**src/rtl/tw_pkg.sv**
```systemverilog
package tw_pkg;

  localparam int FREQ_W    = 32;
  localparam int CTRL_W    = 8;
  localparam int BUS_W     = 8;
  localparam int PHASE_W   = 5;
  localparam int PHASE_LSB = 3;
  localparam int PD_BIT    = 2;
  localparam int SYNC_N    = 2;

  // Bit position of parallel lane k inside the staging word:
  // lane 0 is the control byte above the frequency word, lanes 1.. walk
  // down the frequency word from its most significant byte.
  function automatic int lane_lsb(input int k, input int fw, input int bw);
    if (k == 0) return fw;
    return fw - k * bw;
  endfunction

endpackage

```
**src/rtl/tw_rst_sync.sv**
```systemverilog
module tw_rst_sync (
  input  logic clk,
  input  logic rst_n,
  output logic rst_sn
);

  logic [1:0] chain_q;
  logic [1:0] chain_d;

  always_comb chain_d = {chain_q[0], 1'b1};

  always_ff @(posedge clk or negedge rst_n) begin
    if (!rst_n) chain_q <= '0;
    else        chain_q <= chain_d;
  end

  assign rst_sn = chain_q[1];

endmodule

```
**src/rtl/tw_edge_sync.sv**
```systemverilog
module tw_edge_sync #(
  parameter int STAGES = tw_pkg::SYNC_N
) (
  input  logic clk,
  input  logic rst_n,
  input  logic din,
  output logic rise
);

  // STAGES synchronizer flops followed by one history flop
  logic [STAGES:0] sh_q;
  logic [STAGES:0] sh_d;

  always_comb sh_d = {sh_q[STAGES-1:0], din};

  always_ff @(posedge clk or negedge rst_n) begin
    if (!rst_n) sh_q <= '0;
    else        sh_q <= sh_d;
  end

  assign rise = sh_q[STAGES-1] & ~sh_q[STAGES];

endmodule

```
**src/rtl/tw_stage.sv**
```systemverilog
module tw_stage #(
  parameter  int FREQ_W = tw_pkg::FREQ_W,
  parameter  int CTRL_W = tw_pkg::CTRL_W,
  parameter  int BUS_W  = tw_pkg::BUS_W,
  localparam int WORD_W = FREQ_W + CTRL_W,
  localparam int CNT_W  = $clog2(WORD_W + 1)
) (
  input  logic              clk,
  input  logic              rst_n,
  input  logic              serial_mode,
  input  logic              wld_rise,
  input  logic              upd_rise,
  input  logic [BUS_W-1:0]  data,
  output logic [WORD_W-1:0] stage_q,
  output logic [CNT_W-1:0]  cnt_q
);

  localparam int NLANES = WORD_W / BUS_W;

  logic [WORD_W-1:0] stage_d;
  logic [WORD_W-1:0] par_word;
  logic [NLANES-1:0] lane_hit;
  logic [CNT_W-1:0]  cnt_d;
  logic [CNT_W-1:0]  limit;
  logic              accept;

  for (genvar k = 0; k < NLANES; k++) begin : g_lane
    localparam int LSB = tw_pkg::lane_lsb(k, FREQ_W, BUS_W);
    assign lane_hit[k] = (cnt_q == CNT_W'(k));
    assign par_word[LSB +: BUS_W] = lane_hit[k] ? data : stage_q[LSB +: BUS_W];
  end

  assign limit  = serial_mode ? CNT_W'(WORD_W) : CNT_W'(NLANES);
  assign accept = wld_rise & ~upd_rise & (cnt_q < limit);

  always_comb begin
    stage_d = stage_q;
    cnt_d   = cnt_q;
    if (upd_rise) begin
      cnt_d = '0;
    end else if (accept) begin
      cnt_d = cnt_q + 1'b1;
      if (serial_mode) stage_d = {data[BUS_W-1], stage_q[WORD_W-1:1]};
      else             stage_d = par_word;
    end
  end

  // Staging register is deliberately outside the reset domain
  always_ff @(posedge clk) begin
    stage_q <= stage_d;
  end

  always_ff @(posedge clk or negedge rst_n) begin
    if (!rst_n) cnt_q <= '0;
    else        cnt_q <= cnt_d;
  end

endmodule

```
**src/rtl/tw_commit.sv**
```systemverilog
module tw_commit #(
  parameter  int FREQ_W    = tw_pkg::FREQ_W,
  parameter  int CTRL_W    = tw_pkg::CTRL_W,
  parameter  int PHASE_W   = tw_pkg::PHASE_W,
  parameter  int PHASE_LSB = tw_pkg::PHASE_LSB,
  parameter  int PD_BIT    = tw_pkg::PD_BIT,
  localparam int WORD_W    = FREQ_W + CTRL_W
) (
  input  logic               clk,
  input  logic               rst_n,
  input  logic               upd_rise,
  input  logic [WORD_W-1:0]  stage,
  output logic [FREQ_W-1:0]  freq_q,
  output logic [PHASE_W-1:0] phase_q,
  output logic               pd_q
);

  logic [FREQ_W-1:0]  freq_d;
  logic [PHASE_W-1:0] phase_d;
  logic               pd_d;
  logic               unused_ctrl;

  assign unused_ctrl = ^stage[FREQ_W +: PD_BIT];

  always_comb begin
    freq_d  = freq_q;
    phase_d = phase_q;
    pd_d    = pd_q;
    if (upd_rise) begin
      freq_d  = stage[FREQ_W-1:0];
      phase_d = stage[FREQ_W + PHASE_LSB +: PHASE_W];
      pd_d    = stage[FREQ_W + PD_BIT];
    end
  end

  always_ff @(posedge clk or negedge rst_n) begin
    if (!rst_n) begin
      freq_q  <= '0;
      phase_q <= '0;
      pd_q    <= 1'b0;
    end else begin
      freq_q  <= freq_d;
      phase_q <= phase_d;
      pd_q    <= pd_d;
    end
  end

endmodule

```
**src/rtl/tw_loader.sv**
```systemverilog
module tw_loader #(
  parameter  int FREQ_W    = tw_pkg::FREQ_W,
  parameter  int CTRL_W    = tw_pkg::CTRL_W,
  parameter  int BUS_W     = tw_pkg::BUS_W,
  parameter  int PHASE_W   = tw_pkg::PHASE_W,
  parameter  int PHASE_LSB = tw_pkg::PHASE_LSB,
  parameter  int PD_BIT    = tw_pkg::PD_BIT,
  parameter  int SYNC_N    = tw_pkg::SYNC_N
) (
  input  logic               clk,
  input  logic               rst_n,
  input  logic               serial_mode,
  input  logic               wld_in,
  input  logic               upd_in,
  input  logic [BUS_W-1:0]   data_in,
  output logic [FREQ_W-1:0]  freq_word,
  output logic [PHASE_W-1:0] phase_off,
  output logic               pwr_down
);

  localparam int WORD_W = FREQ_W + CTRL_W;
  localparam int CNT_W  = $clog2(WORD_W + 1);

  logic              rst_sn;
  logic              wld_rise;
  logic              upd_rise;
  logic [WORD_W-1:0] stage_q;
  logic [CNT_W-1:0]  cnt_q;

  tw_rst_sync u_rst (
    .clk    (clk),
    .rst_n  (rst_n),
    .rst_sn (rst_sn)
  );

  tw_edge_sync #(.STAGES(SYNC_N)) u_wld_sync (
    .clk   (clk),
    .rst_n (rst_sn),
    .din   (wld_in),
    .rise  (wld_rise)
  );

  tw_edge_sync #(.STAGES(SYNC_N)) u_upd_sync (
    .clk   (clk),
    .rst_n (rst_sn),
    .din   (upd_in),
    .rise  (upd_rise)
  );

  tw_stage #(.FREQ_W(FREQ_W), .CTRL_W(CTRL_W), .BUS_W(BUS_W)) u_stage (
    .clk         (clk),
    .rst_n       (rst_sn),
    .serial_mode (serial_mode),
    .wld_rise    (wld_rise),
    .upd_rise    (upd_rise),
    .data        (data_in),
    .stage_q     (stage_q),
    .cnt_q       (cnt_q)
  );

  tw_commit #(
    .FREQ_W(FREQ_W), .CTRL_W(CTRL_W), .PHASE_W(PHASE_W),
    .PHASE_LSB(PHASE_LSB), .PD_BIT(PD_BIT)
  ) u_commit (
    .clk      (clk),
    .rst_n    (rst_sn),
    .upd_rise (upd_rise),
    .stage    (stage_q),
    .freq_q   (freq_word),
    .phase_q  (phase_off),
    .pd_q     (pwr_down)
  );

endmodule

```
**config.mk**
```make
export PLATFORM = sky130hd
export DESIGN_NAME = tw_loader
export DESIGN_NICKNAME = d
export VERILOG_FILES = /design/src/rtl/tw_pkg.sv /design/src/rtl/tw_rst_sync.sv /design/src/rtl/tw_edge_sync.sv /design/src/rtl/tw_stage.sv /design/src/rtl/tw_commit.sv /design/src/rtl/tw_loader.sv
export SDC_FILE = /design/constraint.sdc
export NUM_CORES = 1
export LEC_CHECK = 0
export BUFFER_PORTS_ARGS = -buffer_cell sky130_fd_sc_hd__buf_2
export CAP_MARGIN = 40
export CORE_MARGIN = 2
export CORE_UTILIZATION = 40
export DETAILED_ROUTE_END_ITERATION = 10
export PLACE_DENSITY_LB_ADDON = 0.05
export SYNTH_ARGS = -nofsm -noshare
export SYNTH_HDL_FRONTEND = slang
export SYNTH_SLANG_ARGS = --single-unit
```
**constraint.sdc**
```tcl
create_clock -name clk -period 1.5 [get_ports clk]
set_input_delay 0.3 -clock clk [delete_from_list [all_inputs] [get_ports clk]]
set_output_delay 0.3 -clock clk [all_outputs]
set_load 0.03 [all_outputs]
```
---- Word-level counts from Yosys, hierarchy flattened ----
Index checks and enable logic that the tools add are counted.
operators by class
  add/sub/neg operators ................... 1
  magnitude comparators ................... 1
  eq/ne operators ......................... 4
  mux-type cells .......................... 9
  bitwise gates (word level) .............. 7
  reduce and logical (&&, ||, !) cells .... 12
operators with widths
  operator                                                          count
  40-bit 2-to-1 mux                                                 1
  8-bit 2-to-1 mux                                                  5
  6-bit 2-to-1 mux                                                  3
  3-bit AND reduction                                               5
  6-bit by 2-bit == test with 1-bit output (second input constant)  2
  2-bit nonzero test                                                6
  6-bit by 1-bit adder with 6-bit output (second input constant)    1
  6-bit by 1-bit == test with 1-bit output (second input constant)  1
  6-bit by 3-bit == test with 1-bit output (second input constant)  1
  6-bit logical NOT                                                 1
  6-bit less-than comparator                                        1
  1-bit AND                                                         4
  1-bit NOT                                                         3
word-level totals
  register bits after elaboration ......... 92

---- Logic depth before layout (Yosys ltp) ----
  word-level depth ........................ 7
  mapped depth ............................ 9
  gate-level depth less buffers ........... 7

---- Cells and area by module ----
A second synthesis with hierarchy kept.
unflattened totals
  cell total of the unflattened synthesis .. 281
  area, all modules ....................... 3768.6 um2
modules (own cells, without submodules)
  module        times used  cells each  area each (um2)
  tw_stage      1           190         2044.5
  tw_commit     1           80          1492.7
  tw_edge_sync  2           4           88.8
  tw_rst_sync   1           3           53.8

---- Least setup slack after synthesis ----
Ideal clock, no wire load.
  path type ............................... input port to flip-flop
  start ................................... input port serial_mode
  end ..................................... register u_stage.stage_q[0], enable pin
  arrival time ............................ 2162 ps
  required time ........................... 1125 ps
  slack ................................... -1038 ps
  stages .................................. 9
  path buffers ............................ 2
  path through ............................ buf_2 > inv_2 > clkbuf_1 > ha_1 > a21oi_1 > nand4b_2 > nor2_1 > o21ai_1 > a21oi_1
between the ends
  word-level cells in the longest chain between the ends .. 4
  elaborated cells on any way between the ends .. 5
  those cells by class .................... 1 x order compare; 1 x mux; 1 x bitwise; 2 x reduce/logical
ends and longest elaborated chain
  element                                 RTL line         RTL
  start, declared                         tw_loader.sv:12  input logic serial_mode,
  6-bit 2-to-1 mux                        tw_stage.sv:33   assign limit = serial_mode ? CNT_W'(WORD_W) : CNT_W'(NLANES);
  6-bit less-than comparator              tw_stage.sv:34   assign accept = wld_rise & ~upd_rise & (cnt_q < limit);
  1-bit AND                               tw_stage.sv:34
  3-bit AND reduction (no source line) *  -
  end signal, assigned                    tw_stage.sv:50   stage_q <= stage_d;
  end, declared                           tw_stage.sv:14   output logic [WORD_W-1:0] stage_q,
Mark *: on every way between the ends. The rest lies on a longest branch, timed or not.
A chain may end at the register's enable or synchronous reset.

---- Final worst setup path ----
  start ................................... register u_stage.cnt_q[5]
  end ..................................... register u_stage.stage_q[5], enable pin
between the ends
  word-level cells in the longest chain between the ends .. 3
  elaborated cells on any way between the ends .. 5
  those cells by class .................... 1 x order compare; 1 x eq/ne; 1 x bitwise; 2 x reduce/logical
ends and longest elaborated chain
  element                                                                                        RTL line                        RTL
  start, declared                                                                                tw_stage.sv:15                  output logic [CNT_W-1:0] cnt_q
  start signal, assigned                                                                         tw_stage.sv:55                  else cnt_q <= cnt_d;
  6-bit less-than comparator / 6-bit by 3-bit == test with 1-bit output (equally long branches)  tw_stage.sv:34, tw_stage.sv:29
  1-bit AND / 2-bit nonzero test (equally long branches)                                         -
  3-bit AND reduction (no source line) *                                                         -
Marked as above.

==> impl_metrics.toml <==
[sta]
finalSetupViolCount = 46
holdWs_ps = 59.5
fmax_mhz = 553
worst_slack_ps = -309
slew_viol_final = 0
final.setup_skew_ps = 12.3
tns_ps = -12090
period_share = 1.21
hold_viol_final = 0
rsz0062_at_grt = "true"
fin_crit_ps = 1810

[power]
peakVddDrop_mv = 0.459
p_leak_nw = 2.03
power.density_mw_per_mm2 = 1270

[synthesis]
yosysWarnings = 0
ys_ff_latch = 92
synthesis.area_sq_mm = 0.00366
synthCells = 280
yosys-top-cells-count = "nand2_1, dfrtp_1, edfxtp_1"
yosysSeqAreaShare = 0.683
synth_top_area_frac = 0.355
synthFlopType = "dfrtp_1"
synth.distinct_cells = 26
synth_area_leaders = "dfrtp_1, edfxtp_1, mux2_2"
syn_nets = 300
synth_area_per_cell_sq_um = 13.1
yosys.area.top_type = "dfrtp_1"
synth_edf_count = 40
synth.most_common_cell = "nand2_1"
async_flop_share = 0.565

[placed_design]
io_buffers = 50
globalplace.congestion = 0.828
place_hpwl_mm = 5.14
pre_cts_slack_ps = -419

[worst_setup_path]
worstSetupPathType = "reg -> reg"
ff2ff_setup_slack_ps = -310
crit_path_start_kind = "flip-flop"
crit_family = "compound AO/OA/AOI/OAI gates"
path_max_fanout = 8
path_buf_inv = 0
critical-path-slowest-cell = "dfrtp_1"
arrival_ps = 1840
crit_chain = "ha_4 > a21oi_4 > nand4b_4 > nor2_4 > o21ai_4 > a21oi_4"
end_kind = "flip-flop"
critPathRequiredTime_ps = 1530
crit_top_cell = "a21oi_4"
cpPeakStageDelay_ps = 420

[layout]
nNetsFinal = 373
area_growth_pct = 23.3
fillers = 800
multi_input_area_sq_mm = 0.00121
num_antenna_cells = 0
regArea_sq_mm = 0.00250
drive_above_1_share = 0.399

[global_route]
grt_max_degree = 44
track_usage = 0.163
overflow = 0
grt_pass1_wl_mm = 12.3
grt_pass1_vias = 2360
antenna_found_initial = 0

[detailed_routing]
final_antenna_net_count = 0
wl_per_cell_um = 16.1
route.detailed.drc = 0
drtPass1Iterations = 4
drt-total-wl_mm = 7.51
via_per_inst = 4.90
num_vias = 2282
drt_iter0_drc = 103

[clocking]
cts_tree = "done"
clkLatencyLatePin_ps = 350
cts_buffers = 9
clk_pin_slew_ps = 90
clock_path_buffers = 2
cts_max_level = 3
cts_root_buffer = "clkbuf_8"
cts_sinks = 92

[floorplanning]
die_h_um = 99.7
placeableCoreArea_sq_mm = 0.00881
initial_core_util = 0.416
rows = 34
die_x_um = 99.7
io_pins = 51
die_area_sq_mm = 0.00994

[worst_hold_path]
min_path_type = "in -> reg"

[status]
status = "finished with violations"
violations = "setup timing"

[flow_run]
max_cap_viol_count = 0
==> layer usage <==
layer,routed length (um),vias to the layer above,global-route usage,share of wire
met2,3510,62,0.256,0.47
met3,407,8,0.0246,0.054
met1,3520,1115,0.232,0.47
met4,64,0,0.0601,0.0085
met5,0,-,0,0
li1,-,1097,-,-
==> final timing paths <==
kind | startpoint | depth (start not counted) | end
worst max-delay path | u_stage.cnt_q[5]$_DFFE_PN0P_ | 6 | u_stage.stage_q[5]$_DFFE_PP_
worst min-delay path | wld_in | 1 | u_wld_sync.sh_q[0]$_DFF_PN0_
worst max register to register | u_stage.cnt_q[5]$_DFFE_PN0P_ | 6 | u_stage.stage_q[5]$_DFFE_PP_
worst min register to register | u_rst.chain_q[1]$_DFF_PN0_ | 1 | u_commit.freq_q[27]$_DFFE_PN0N_
max in group asynchronous | u_rst.chain_q[1]$_DFF_PN0_ | 1 | u_commit.freq_q[2]$_DFFE_PN0N_
min in group asynchronous | u_rst.chain_q[1]$_DFF_PN0_ | 1 | u_commit.freq_q[27]$_DFFE_PN0N_
==> layout make-up <==
class,count,share of cell area
sequential,92,0.555
tap,108,0.0299
clock buffer,10,0.0283
timing repair buffer,73,0.0942
clock inverter,6,0.0213
multi-input combinational,174,0.268
inverter,3,0.00360
==> per-stage QoR <==
stage | cells | total power [mW] | utilization | instance area, sq um
2_1_floorplan | 280 | 3.63 | - | 3810
3_3_place_gp | 446 | 3.92 | 0.484 | 4260
3_5_place_dp | 446 | 3.94 | 0.484 | 4260
4_1_cts | 464 | 5.79 | 0.511 | 4500
5_1_grt | 466 | 5.97 | 0.513 | 4510
6_report | 466 | 5.72 | 0.513 | 4510
==> sequential cells by signal, indices dropped and copies added, names as in the netlist <==
register / flops
u_wld_sync.sh_q: 3
u_stage.cnt_q: 6
u_rst.chain_q: 2
u_stage.stage_q: 40
u_upd_sync.sh_q: 3
u_commit.pd_q: 1
u_commit.phase_q: 5
u_commit.freq_q: 32
==> logic make-up (layout without fill, tap and decap cells) <==
logic type,count (synthesis),after routing,synth area share
compound gates,11,11,0.0178
fa+ha+maj,7,7,0.0239
buf+inv,14,92,0.0171
flops,92,92,0.683
mux,42,42,0.128
other cells,1,1,0.00102
simple gates,113,113,0.129
==> placed cells by master (no fill, tap or decap), types with 2 or more instances in the layout <==
| cell type | synthesis | routed |
|---|---|---|
| dfrtp_1 | 52 | 51 |
| nor2_4 | 0 | 5 |
| o21ai_1 | 1 | 2 |
| inv_6 | 0 | 2 |
| buf_4 | 1 | 22 |
| a21oi_4 | 0 | 2 |
| mux2i_1 | 4 | 4 |
| ha_1 | 7 | 6 |
| a21oi_1 | 7 | 4 |
| nand4_1 | 2 | 2 |
| clkbuf_8 | 0 | 9 |
| inv_1 | 2 | 2 |
| nand2_1 | 97 | 96 |
| edfxtp_1 | 40 | 40 |
| buf_2 | 5 | 50 |
| bufinv_16 | 0 | 2 |
| mux2_2 | 38 | 38 |
==> power by group <==
part	internal, mW	total [mW]	switching, mW
clock network	0.960	1.84	0.879
logic	0.335	0.946	0.611
registers	2.84	2.93	0.0907
total	4.14	5.72	1.58
==> repair_timing <==
action                     CTS  global route
buffers inserted             1             2
resized for setup            0             2
setup endpoints to repair   46            46
hold endpoints to repair     2             0
cloned                       0             0
hold buffers                 1             0
pin swaps                    3             6
(Power assumes the default switching activity.)
